`config.mk`:
```
export PLATFORM = sky130hd
export DESIGN_NAME = sgm_top
export DESIGN_NICKNAME = d
export VERILOG_FILES = /design/src/rtl/sgm_pkg.sv /design/src/rtl/sgm_sync.sv /design/src/rtl/sgm_phy.sv /design/src/rtl/sgm_top.sv
export SDC_FILE = /design/constraint.sdc
export NUM_CORES = 1
export LEC_CHECK = 0
export BUFFER_PORTS_ARGS = -buffer_cell sky130_fd_sc_hd__buf_2
export CAP_MARGIN = 25
export CORE_MARGIN = 3
export CORE_UTILIZATION = 50
export CTS_CLUSTER_SIZE = 16
export DETAILED_ROUTE_END_ITERATION = 7
export PLACE_DENSITY = 0.71
export SLEW_MARGIN = 20
export SYNTH_ARGS = -nofsm -noshare
export SYNTH_HDL_FRONTEND = slang
export SYNTH_SLANG_ARGS = --single-unit
export TNS_END_PERCENT = 10
```
`constraint.sdc`:
```
create_clock -name clk_i -period 2.29 [get_ports clk_i]
set_input_delay 0.458 -clock clk_i [delete_from_list [all_inputs] [get_ports clk_i]]
set_output_delay 0.458 -clock clk_i [all_outputs]
set_load 0.02 [all_outputs]
```
`src/rtl/sgm_pkg.sv`:
```
package sgm_pkg;
  localparam int ADDR_W = 5;
  localparam int REG_W  = 8;

  localparam logic [ADDR_W-1:0] A_REV   = 5'h00;
  localparam logic [ADDR_W-1:0] A_TXD   = 5'h04;
  localparam logic [ADDR_W-1:0] A_RXD   = 5'h08;
  localparam logic [ADDR_W-1:0] A_CTRL  = 5'h0C;
  localparam logic [ADDR_W-1:0] A_ISR   = 5'h10;
  localparam logic [ADDR_W-1:0] A_SCFG  = 5'h14;
  localparam logic [ADDR_W-1:0] A_SSTAT = 5'h18;

  // control bit positions
  localparam int C_IE = 6, C_CLKEN = 5, C_GO = 4, C_INIT = 2, C_DIR = 1, C_MODE = 0;

  typedef enum logic [1:0] {OP_BREAK, OP_TX, OP_RX} op_e;

  // field order matches status bits 2..0
  typedef struct packed {
    logic tx;
    logic rx;
    logic to;
  } done_t;
endpackage

```
`src/rtl/sgm_sync.sv`:
```
module sgm_sync #(
  parameter int STAGES = 2,
  parameter bit RST_VAL = 1'b1
) (
  input  logic clk_i,
  input  logic rst_ni,
  input  logic d_i,
  output logic q_o
);
  logic [STAGES-1:0] ff_q;

  always_ff @(posedge clk_i or negedge rst_ni) begin
    if (!rst_ni) ff_q <= {STAGES{RST_VAL}};
    else         ff_q <= {ff_q[STAGES-2:0], d_i};
  end

  assign q_o = ff_q[STAGES-1];
endmodule

```
`src/rtl/sgm_phy.sv`:
```
module sgm_phy
  import sgm_pkg::*;
#(
  parameter int DATA_W    = 8,
  parameter int BREAK_LO  = 9500,
  parameter int BREAK_REC = 2000,
  parameter int CELL      = 9500,
  parameter int ONE_LO    = 1600,
  parameter int ZERO_LO   = 5000,
  parameter int SAMPLE    = 3000,
  parameter int RX_WAIT   = 15000
) (
  input  logic              clk_i,
  input  logic              rst_ni,
  input  logic              clr_i,
  input  logic              start_i,
  input  op_e               op_i,
  input  logic [DATA_W-1:0] tx_byte_i,
  input  logic              line_i,
  output logic              drive_lo_o,
  output done_t             done_o,
  output logic [DATA_W-1:0] rx_byte_o
);
  function automatic int max2(int a, int b);
    return (a > b) ? a : b;
  endfunction

  localparam int MAX_CYC = max2(max2(max2(BREAK_LO, BREAK_REC), max2(CELL, RX_WAIT)),
                                max2(SAMPLE, ZERO_LO));
  localparam int CNT_W = $clog2(MAX_CYC + 1);
  localparam int BIT_W = $clog2(DATA_W);

  typedef enum logic [2:0] {S_IDLE, S_BRK_LO, S_BRK_REC, S_TX_LO, S_TX_HI, S_RX_WAIT, S_RX_SAMP} st_e;

  st_e               st_q;
  logic [CNT_W-1:0]  cnt_q;
  logic [BIT_W-1:0]  bit_q;
  logic [DATA_W-1:0] sh_q, rx_q;
  logic              drive_q, prev_q;
  done_t             done_q;

  logic [CNT_W-1:0] low_end;
  logic             fall, last_bit;

  assign low_end  = sh_q[0] ? CNT_W'(ONE_LO - 1) : CNT_W'(ZERO_LO - 1);
  assign fall     = prev_q & ~line_i;
  assign last_bit = (bit_q == BIT_W'(DATA_W - 1));

  always_ff @(posedge clk_i or negedge rst_ni) begin
    if (!rst_ni) begin
      st_q <= S_IDLE; cnt_q <= '0; bit_q <= '0; sh_q <= '0; rx_q <= '0;
      drive_q <= 1'b0; prev_q <= 1'b1; done_q <= '0;
    end else if (clr_i) begin
      st_q <= S_IDLE; cnt_q <= '0; bit_q <= '0; sh_q <= '0; rx_q <= '0;
      drive_q <= 1'b0; prev_q <= 1'b1; done_q <= '0;
    end else begin
      done_q <= '0;
      prev_q <= line_i;
      unique case (st_q)
        S_IDLE: if (start_i) begin
          cnt_q <= '0;
          bit_q <= '0;
          unique case (op_i)
            OP_BREAK: begin st_q <= S_BRK_LO; drive_q <= 1'b1; end
            OP_TX:    begin st_q <= S_TX_LO;  drive_q <= 1'b1; sh_q <= tx_byte_i; end
            default:  st_q <= S_RX_WAIT;
          endcase
        end
        S_BRK_LO: begin
          if (cnt_q == CNT_W'(BREAK_LO - 1)) begin
            drive_q <= 1'b0; cnt_q <= '0; st_q <= S_BRK_REC;
          end else cnt_q <= cnt_q + 1'b1;
        end
        S_BRK_REC: begin
          if (cnt_q == CNT_W'(BREAK_REC - 1)) begin
            done_q.to <= 1'b1; st_q <= S_IDLE;
          end else cnt_q <= cnt_q + 1'b1;
        end
        S_TX_LO: begin
          cnt_q <= cnt_q + 1'b1;
          if (cnt_q == low_end) begin drive_q <= 1'b0; st_q <= S_TX_HI; end
        end
        S_TX_HI: begin
          if (cnt_q == CNT_W'(CELL - 1)) begin
            if (last_bit) begin
              done_q.tx <= 1'b1; st_q <= S_IDLE;
            end else begin
              bit_q <= bit_q + 1'b1; sh_q <= sh_q >> 1;
              cnt_q <= '0; drive_q <= 1'b1; st_q <= S_TX_LO;
            end
          end else cnt_q <= cnt_q + 1'b1;
        end
        S_RX_WAIT: begin
          if (fall) begin
            cnt_q <= '0; st_q <= S_RX_SAMP;
          end else if (cnt_q == CNT_W'(RX_WAIT - 1)) begin
            done_q.to <= 1'b1; st_q <= S_IDLE;
          end else cnt_q <= cnt_q + 1'b1;
        end
        S_RX_SAMP: begin
          if (cnt_q == CNT_W'(SAMPLE - 1)) begin
            sh_q  <= {line_i, sh_q[DATA_W-1:1]};
            cnt_q <= '0;
            if (last_bit) begin
              rx_q <= {line_i, sh_q[DATA_W-1:1]};
              done_q.rx <= 1'b1; st_q <= S_IDLE;
            end else begin
              bit_q <= bit_q + 1'b1; st_q <= S_RX_WAIT;
            end
          end else cnt_q <= cnt_q + 1'b1;
        end
        default: st_q <= S_IDLE;
      endcase
    end
  end

  assign drive_lo_o = drive_q;
  assign done_o     = done_q;
  assign rx_byte_o  = rx_q;

  a_r11_idle_release: assert property (@(posedge clk_i) disable iff (!rst_ni)
    (st_q == S_IDLE || st_q == S_RX_WAIT || st_q == S_RX_SAMP) |-> !drive_q);
  a_r4_one_result: assert property (@(posedge clk_i) disable iff (!rst_ni)
    (|done_q) |-> $onehot(done_q));
  a_r4_low_bounded: assert property (@(posedge clk_i) disable iff (!rst_ni)
    (st_q == S_TX_LO) |-> (cnt_q < CNT_W'(max2(ONE_LO, ZERO_LO))));
  a_r6_wait_bounded: assert property (@(posedge clk_i) disable iff (!rst_ni)
    (st_q == S_RX_WAIT) |-> (cnt_q < CNT_W'(RX_WAIT)));
endmodule

```
`src/rtl/sgm_top.sv`:
```
module sgm_top
  import sgm_pkg::*;
#(
  parameter int          DATA_W     = 8,
  parameter int          BREAK_LO   = 9500,
  parameter int          BREAK_REC  = 2000,
  parameter int          CELL       = 9500,
  parameter int          ONE_LO     = 1600,
  parameter int          ZERO_LO    = 5000,
  parameter int          SAMPLE     = 3000,
  parameter int          RX_WAIT    = 15000,
  parameter int          RST_CYCLES = 16,
  parameter logic [3:0]  REV_MAJOR  = 4'h1,
  parameter logic [3:0]  REV_MINOR  = 4'h3
) (
  input  logic              clk_i,
  input  logic              rst_ni,
  input  logic              bus_sel_i,
  input  logic              bus_we_i,
  input  logic [ADDR_W-1:0] bus_addr_i,
  input  logic [REG_W-1:0]  bus_wdata_i,
  output logic [REG_W-1:0]  bus_rdata_o,
  input  logic              line_i,
  output logic              line_drive_lo_o,
  output logic              irq_o
);
  localparam int RC_W = $clog2(RST_CYCLES + 1);

  logic ie_q, clken_q, go_q, init_q, dir_q, mode_q, aidle_q;
  logic srst_busy_q, sys_done_q;
  logic [RC_W-1:0]   rcnt_q;
  logic [DATA_W-1:0] txd_q, rxd_q;
  done_t             flags_q;

  logic  line_s, wr, rd_isr, wr_ctrl, srst_req, start, any_done;
  op_e   op;
  done_t phy_done;
  logic [DATA_W-1:0] phy_rx;

  assign wr       = bus_sel_i & bus_we_i & ~srst_busy_q;
  assign rd_isr   = bus_sel_i & ~bus_we_i & (bus_addr_i == A_ISR);
  assign wr_ctrl  = wr & (bus_addr_i == A_CTRL);
  assign srst_req = wr & (bus_addr_i == A_SCFG) & bus_wdata_i[1];
  assign start    = wr_ctrl & ~go_q & bus_wdata_i[C_GO];
  assign op       = bus_wdata_i[C_INIT] ? OP_BREAK : (bus_wdata_i[C_DIR] ? OP_RX : OP_TX);
  assign any_done = |phy_done;

  sgm_sync #(.STAGES(2), .RST_VAL(1'b1)) i_sync (
    .clk_i(clk_i), .rst_ni(rst_ni), .d_i(line_i), .q_o(line_s)
  );

  sgm_phy #(
    .DATA_W(DATA_W), .BREAK_LO(BREAK_LO), .BREAK_REC(BREAK_REC), .CELL(CELL),
    .ONE_LO(ONE_LO), .ZERO_LO(ZERO_LO), .SAMPLE(SAMPLE), .RX_WAIT(RX_WAIT)
  ) i_phy (
    .clk_i(clk_i), .rst_ni(rst_ni), .clr_i(srst_busy_q), .start_i(start), .op_i(op),
    .tx_byte_i(txd_q), .line_i(line_s), .drive_lo_o(line_drive_lo_o),
    .done_o(phy_done), .rx_byte_o(phy_rx)
  );

  always_ff @(posedge clk_i or negedge rst_ni) begin
    if (!rst_ni) begin
      {ie_q, clken_q, go_q, init_q, dir_q, mode_q, aidle_q} <= '0;
      txd_q <= '0; rxd_q <= '0; flags_q <= '0;
      srst_busy_q <= 1'b0; sys_done_q <= 1'b1; rcnt_q <= '0;
    end else if (srst_busy_q || srst_req) begin
      {ie_q, clken_q, go_q, init_q, dir_q, mode_q, aidle_q} <= '0;
      txd_q <= '0; rxd_q <= '0; flags_q <= '0;
      if (srst_req) begin
        srst_busy_q <= 1'b1; sys_done_q <= 1'b0; rcnt_q <= '0;
      end else if (rcnt_q == RC_W'(RST_CYCLES - 1)) begin
        srst_busy_q <= 1'b0; sys_done_q <= 1'b1;
      end else rcnt_q <= rcnt_q + 1'b1;
    end else begin
      if (wr_ctrl && !go_q) begin
        ie_q    <= bus_wdata_i[C_IE];
        clken_q <= bus_wdata_i[C_CLKEN];
        go_q    <= bus_wdata_i[C_GO];
        init_q  <= bus_wdata_i[C_INIT];
        dir_q   <= bus_wdata_i[C_DIR];
        mode_q  <= bus_wdata_i[C_MODE];
      end
      if (any_done) begin
        go_q   <= 1'b0;
        init_q <= 1'b0;
      end
      flags_q <= (rd_isr ? done_t'('0) : flags_q) | phy_done;
      if (phy_done.rx) rxd_q <= phy_rx;
      if (wr && bus_addr_i == A_TXD)  txd_q   <= bus_wdata_i[DATA_W-1:0];
      if (wr && bus_addr_i == A_SCFG) aidle_q <= bus_wdata_i[0];
    end
  end

  always_comb begin
    bus_rdata_o = '0;
    unique case (bus_addr_i)
      A_REV:   bus_rdata_o = {REV_MAJOR, REV_MINOR};
      A_TXD:   bus_rdata_o = REG_W'(txd_q);
      A_RXD:   bus_rdata_o = REG_W'(rxd_q);
      A_CTRL:  bus_rdata_o = {1'b0, ie_q, clken_q, go_q, 1'b0, init_q, dir_q, mode_q};
      A_ISR:   bus_rdata_o = {5'b0, flags_q};
      A_SCFG:  bus_rdata_o = {6'b0, srst_busy_q, aidle_q};
      A_SSTAT: bus_rdata_o = {7'b0, sys_done_q};
      default: bus_rdata_o = '0;
    endcase
  end

  assign irq_o = ie_q & (|flags_q);

  a_r7_read_clears: assert property (@(posedge clk_i) disable iff (!rst_ni)
    (rd_isr && !any_done) |=> (flags_q == '0));
  a_r3_break_end: assert property (@(posedge clk_i) disable iff (!rst_ni)
    (any_done && init_q && !srst_busy_q && !srst_req) |=> (!go_q && !init_q && flags_q.to));
  a_r9_busy_hold: assert property (@(posedge clk_i) disable iff (!rst_ni)
    (go_q && !any_done && !srst_req && !srst_busy_q) |=>
      (go_q && $stable(init_q) && $stable(dir_q) && $stable(ie_q)));
  a_r5_rx_capture: assert property (@(posedge clk_i) disable iff (!rst_ni)
    (phy_done.rx && !srst_busy_q && !srst_req) |=> (rxd_q == $past(phy_rx)));
  a_r10_defaults: assert property (@(posedge clk_i) disable iff (!rst_ni)
    $rose(sys_done_q) |-> (!go_q && !ie_q && txd_q == '0 && flags_q == '0 && !aidle_q));
endmodule

```
After elaboration in Yosys (flattened, before gate mapping)
Index checks and enable logic that the tools add are counted.

Input port bits: 18. Output and inout bits: 10. Memory bits (writable): 0. Memories: 0. Word-level logic and storage cells: 201. Bits in latches: 0. Memory bits (read-only): 0. Register bits: 76.

Divide/modulo/power cells: 0. Equal/unequal tests: 34. Multipliers: 0. Shift operators: 0. $lt $le $gt $ge: 0. Reductions and logical operators: 31. $add $sub $neg: 3. Muxes and demuxes: 91. Bitwise logic cells: 16.

Operators by type and width (count): 2-to-1 mux 14 bit (9); 2-to-1 mux 8 bit (14); case mux 14 bit (7 select lines) (1); case mux 8 bit (7 select lines) (1); 2-to-1 mux 3 bit (18); 2-to-1 mux 1 bit (36); equality test 14 bit (second input constant) (2); case mux 8 bit (3 select lines) (1); case mux 3 bit (7 select lines) (1); inequality test 3 x 2 -> 1 bit (second input constant) (6); nonzero test 2 bit (8); equality test 5 x 4 -> 1 bit (second input constant) (3); equality test 5 bit (second input constant) (3); adder 14 x 1 -> 14 bit (second input constant) (1); equality test 14 x 11 -> 1 bit (second input constant) (1); equality test 14 x 12 -> 1 bit (second input constant) (1); equality test 14 bit (1); AND reduction 7 bit (2); 2-to-1 mux 13 bit (1); equality test 3 bit (second input constant) (4); inequality test 3 bit (second input constant) (4); bitwise AND 1 bit (11); 2-to-1 mux 5 bit (2); case mux 3 bit (3 select lines) (1); other kinds (33) (43).

Logic depth before layout (Yosys ltp)
Depth in word-level cells: 8. Gate-level depth with buffers: 9.

Modules after synthesis
Synthesis repeated with hierarchy kept, for this count alone.

Cells, all modules: 465. Area total of the unflattened synthesis: 4430.5 um^2.

Modules (own cells, without submodules): sgm_phy (times used 1, seq. area each 1027.2 um^2, cells an instance 271, area an instance 2513.7 um^2); sgm_top (times used 1, seq. area each 827.0 um^2, cells an instance 192, area an instance 1864.3 um^2); sgm_sync (times used 1, seq. area each 52.6 um^2, cells an instance 2, area an instance 52.6 um^2).

Least setup slack after synthesis
No wires, ideal clock.

Kind: reg-to-reg. Start: reg i_phy.cnt_q[0]. End: reg i_phy.cnt_q[8]. Stages on the path, launching flop included: 10. Period minus slack after synthesis: 2.530 ns. Data arrival time: 2.435 ns. Path buffers: 2. Library setup time: 0.096 ns. Path slack: -0.240 ns. Cell sequence: dfrtp_1 > ha_1 > and3_1 > clkbuf_1 > nand4_1 > a2bb2o_4 > or4b_4 > or2_4 > buf_6 > o31ai_1.

Cells in the longest elaborated chain, start to end: 5.

RTL lines: from (decl) (RTL line sgm_phy.sv:36) `logic [CNT_W-1:0] cnt_q;`; from (signal assigned) (RTL line sgm_phy.sv:72) `end else cnt_q <= cnt_q + 1'b1;`; from (signal assigned) (RTL line sgm_phy.sv:77) `end else cnt_q <= cnt_q + 1'b1;`; from (signal assigned) (RTL line sgm_phy.sv:80) `cnt_q <= cnt_q + 1'b1;`; adder 14 x 1 -> 14 bit; 2-to-1 mux 14 bit (RTL line sgm_phy.sv:96) `end else if (cnt_q == CNT_W'(RX_WAIT - 1)) begin`; 2-to-1 mux 14 bit (RTL line sgm_phy.sv:94) `if (fall) begin`; case mux 14 bit (7 select lines) (RTL line sgm_phy.sv:59) `unique case (st_q)`; 2-to-1 mux 14 bit (RTL line sgm_phy.sv:53) `end else if (clr_i) begin`.

Parallel ways exist; a longest one is shown, timed or not. The select of a mux whose other input is x is not followed. A chain may end at the register's enable or synchronous reset.

Final worst setup path
Start: reg i_phy.cnt_q[0]. End: reg i_phy.cnt_q[10].

Same word-level chain as after synthesis.

==> summary.md <==
| Metric | Value |
|---|---|
| GP Congestion | `0.8526` |
| Num CTS Buffers | `9` |
| Synth top area share | `0.4394` |
| Post-DRT Antenna Nets | `0` |
| Critical Path Start Type | `register` |
| Worst Max-Slew Pin Slew | `502.3 ps` |
| Slew headroom | `0.6652` |
| Slowest CP cell | `or4b_4` |
| Post-synth cell types | `57` |
| Vias per cell | `5.901` |
| Crit-path max FO | `7` |
| Fmax | `0.4185 GHz` |
| Unrepaired setup endpoints after global routing | `yes` |
| Root Buffer | `clkbuf_8` |
| Remaining DRCs | `0` |
| Status | `finished with violations` |
| PwrDens | `998.3 nW/um^2` |
| Starting density of the core | `0.5225` |
| Grt total ovfl | `0` |
| Synth async-reset ratio | `1.000` |
| Crit Path Class | `register to register` |
| Max-Cap Viols | `0` |
| Violated checks | `negative setup slack` |
| HPWL Detailed | `7025 um` |
| Largest stage delay, worst path | `520 ps` |
| Tcrit/Tclk final | `1.043` |
| Top FF cell, synth | `dfrtp_1` |
| Clock Skew | `14.80 ps` |
| DR WL/cell | `16.65 um` |
| Commonest non-fill, non-tap cell in the layout | `dfrtp_1` |
| WL final | `10070 um` |
| Ys Warns | `0` |
| Syn_area_per_cell | `9.535 um^2` |
| Mapped Cells | `430` |
| Maximum vdd ir drop | `0.4821 mV` |
| Top Ports | `28` |
| Post-route setup slack | `-99.37 ps` |
| Crit end category | `register` |
| HP Class | `input pin to async pin` |
| Via count | `3570` |
| Row count | `32` |
| Highest metal used | `met4` |
| Pwr Total | `5.068 mW` |
| Crit path time final | `2389 ps` |
| Post-synth design cell area | `4100 um^2` |
| WL met2 | `4728 um` |
| Net Count, Synth | `453` |
| Total core area | `7848 um^2` |
| Count of final hold-check violations | `0` |
| Worst EP arrival | `2650 ps` |
| Final setup viols | `13` |
| Seq cells post-synth | `76` |
| Vias in the first global route | `3390` |
| Gr usage total | `0.2301` |
| Die ar. | `9323 um^2` |
| Antenna cell count | `0` |
| TritonCTS clock tree | `done` |
| Die H | `96.56 um` |
| Crit-path cells | `ha_4, and4b_4, and4_4, a2bb2o_4, or4b_4, or2_4, o41ai_2` |
| First-pass GRT wire length | `16500 um` |
| DR WL met3 | `755 um` |
| H-tree levels | `3` |
| Starting DRT DRC Count | `193` |
| Clk pin slew, worst setup/hold paths | `90 ps` |
| DIE WIDTH | `96.56 um` |
| Final Hold Slack | `66.08 ps` |
| Slew Viols, Final | `0` |
| Commonest non-fill, non-tap cells in the layout | `70 x dfrtp_1, 52 x buf_4, 49 x nor2_1` |
| Area grow syn2layout | `23.80%` |
| Maximum buffer depth of the clock tree | `2` |
| Clk_lat worst skew | `360 ps` |
| EDFF count, synth | `0` |
| Largest cells by area after synthesis | `dfrtp_1 44%, mux2i_1 6.8%, nor2_1 4.5%` |
| First-pass detailed-route iteration total | `5` |
| Share of layout cells above drive strength 1 | `0.2863` |
| Cell accounting for the most synthesized area | `dfrtp_1` |
| M1 WL | `4440 um` |
| Initial antenna violation count | `0` |
| CTS Sinks | `76` |
| CP required | `2550 ps` |
| Register area share after synthesis | `0.4651` |
| IO buf count | `27` |
| Static leakage | `2.288 nW` |
| Pin count of the biggest net entering global routing | `39` |
| Final #Nets | `521` |
power by group:
group	internal (mW)	switching [mW]	leakage [nW]
logic	1.03	1.16	1.17
clock network	0.520	0.544	0.0984
registers	1.59	0.229	1.01
area by class of cell:
cell class,instances,area (um^2)
clock buffers,9,123.9
repair buffers,84,623.1
fillers,641,2771
flip-flops and latches,76,1909
inverters,10,37.54
multi-input cells,317,2172
well taps,102,127.6
clock inverters,7,82.58
stage by stage:
stage | util | TNS [ps] | area (um^2) | instances | setup WS (ps)
after floorplan | - | -434.4 | 4113 | 430 | -52.25
after global placement | 0.5995 | -1762 | 4705 | 585 | -137.3
after detailed placement | 0.5995 | -1769 | 4705 | 585 | -160.0
after CTS | 0.6325 | -502.8 | 4964 | 602 | -87.91
after global routing | 0.6468 | -3194 | 5076 | 605 | -185.9
final | 0.6468 | -714.6 | 5076 | 605 | -99.37
cells by family after synthesis:
kind of cell	after synthesis	synth area share
mux	40	0.1013
simple gates	185	0.2408
compound gates	83	0.1312
fa+ha+maj	5	0.01526
xor+xnor	3	0.006409
buf+inv	38	0.03997
flops	76	0.4651
cells in the mapped netlist, types with 9 or more instances:
cell type and instances:
mux2_2 12, inv_1 10, nand3_1 12, o21ai_0 23, nand2b_1 11, dfrtp_1 72
nor2_1 49, mux2i_1 28, nand4_1 9, nand2_1 42, a21oi_1 27, clkbuf_1 20
nor2b_1 10
routing by layer:
metal,up-vias,GRT usage
li1,1686,-
met3,15,0.06042
met5,-,0
met2,127,0.3511
met1,1742,0.3217
met4,0,0.07009
critical path: cells and delay by family, from the launching register on:
family	cells	cell delay, ps
simple gates	4	1190
compound gates	2	480
flops	1	430
fa+ha+maj	1	190
registers in the layout, indices dropped and copies added (netlist names):
register,cells
ie_q,1
i_phy.sh_q,8
aidle_q,1
rcnt_q,5
i_phy.rx_byte_o,8
i_phy.cnt_q,14
rxd_q,8
i_phy.bit_q,3
i_phy.prev_q,1
i_phy.st_q,3
srst_busy_q,1
clken_q,1
flags_q,3
i_phy.drive_lo_o,1
init_q,1
sys_done_q,1
i_sync.ff_q,2
i_phy.done_o,3
dir_q,1
txd_q,8
go_q,1
mode_q,1
worst paths after layout:
kind / startpoint / slack (ps) / cells after the start / end
setup reg to reg: i_phy.cnt_q[0]$_DFFE_PN0P_ / -100 / 7 / i_phy.cnt_q[10]$_DFFE_PN0P_
max in group asynchronous: rst_ni / 1560 / 2 / i_sync.ff_q[0]$_DFF_PN1_
min in group clk_i: line_i / 200 / 1 / i_sync.ff_q[0]$_DFF_PN1_
setup / recovery: i_phy.cnt_q[0]$_DFFE_PN0P_ / -100 / 7 / i_phy.cnt_q[10]$_DFFE_PN0P_
hold / removal: rst_ni / 70 / 1 / i_phy.cnt_q[11]$_DFFE_PN0P_
hold reg to reg: i_sync.ff_q[0]$_DFF_PN1_ / 360 / 0 / i_sync.ff_q[1]$_DFF_PN1_
timing repair:
| item | CTS | global route |
|---|---|---|
| hold buffers | 0 | 0 |
| setup endpoints to repair | 22 | 32 |
| resized for setup | 8 | 18 |
| buffers inserted | 0 | 2 |
| pin swaps | 4 | 4 |
| cloned | 1 | 1 |
Note: power is estimated with default switching activity, not from simulation.
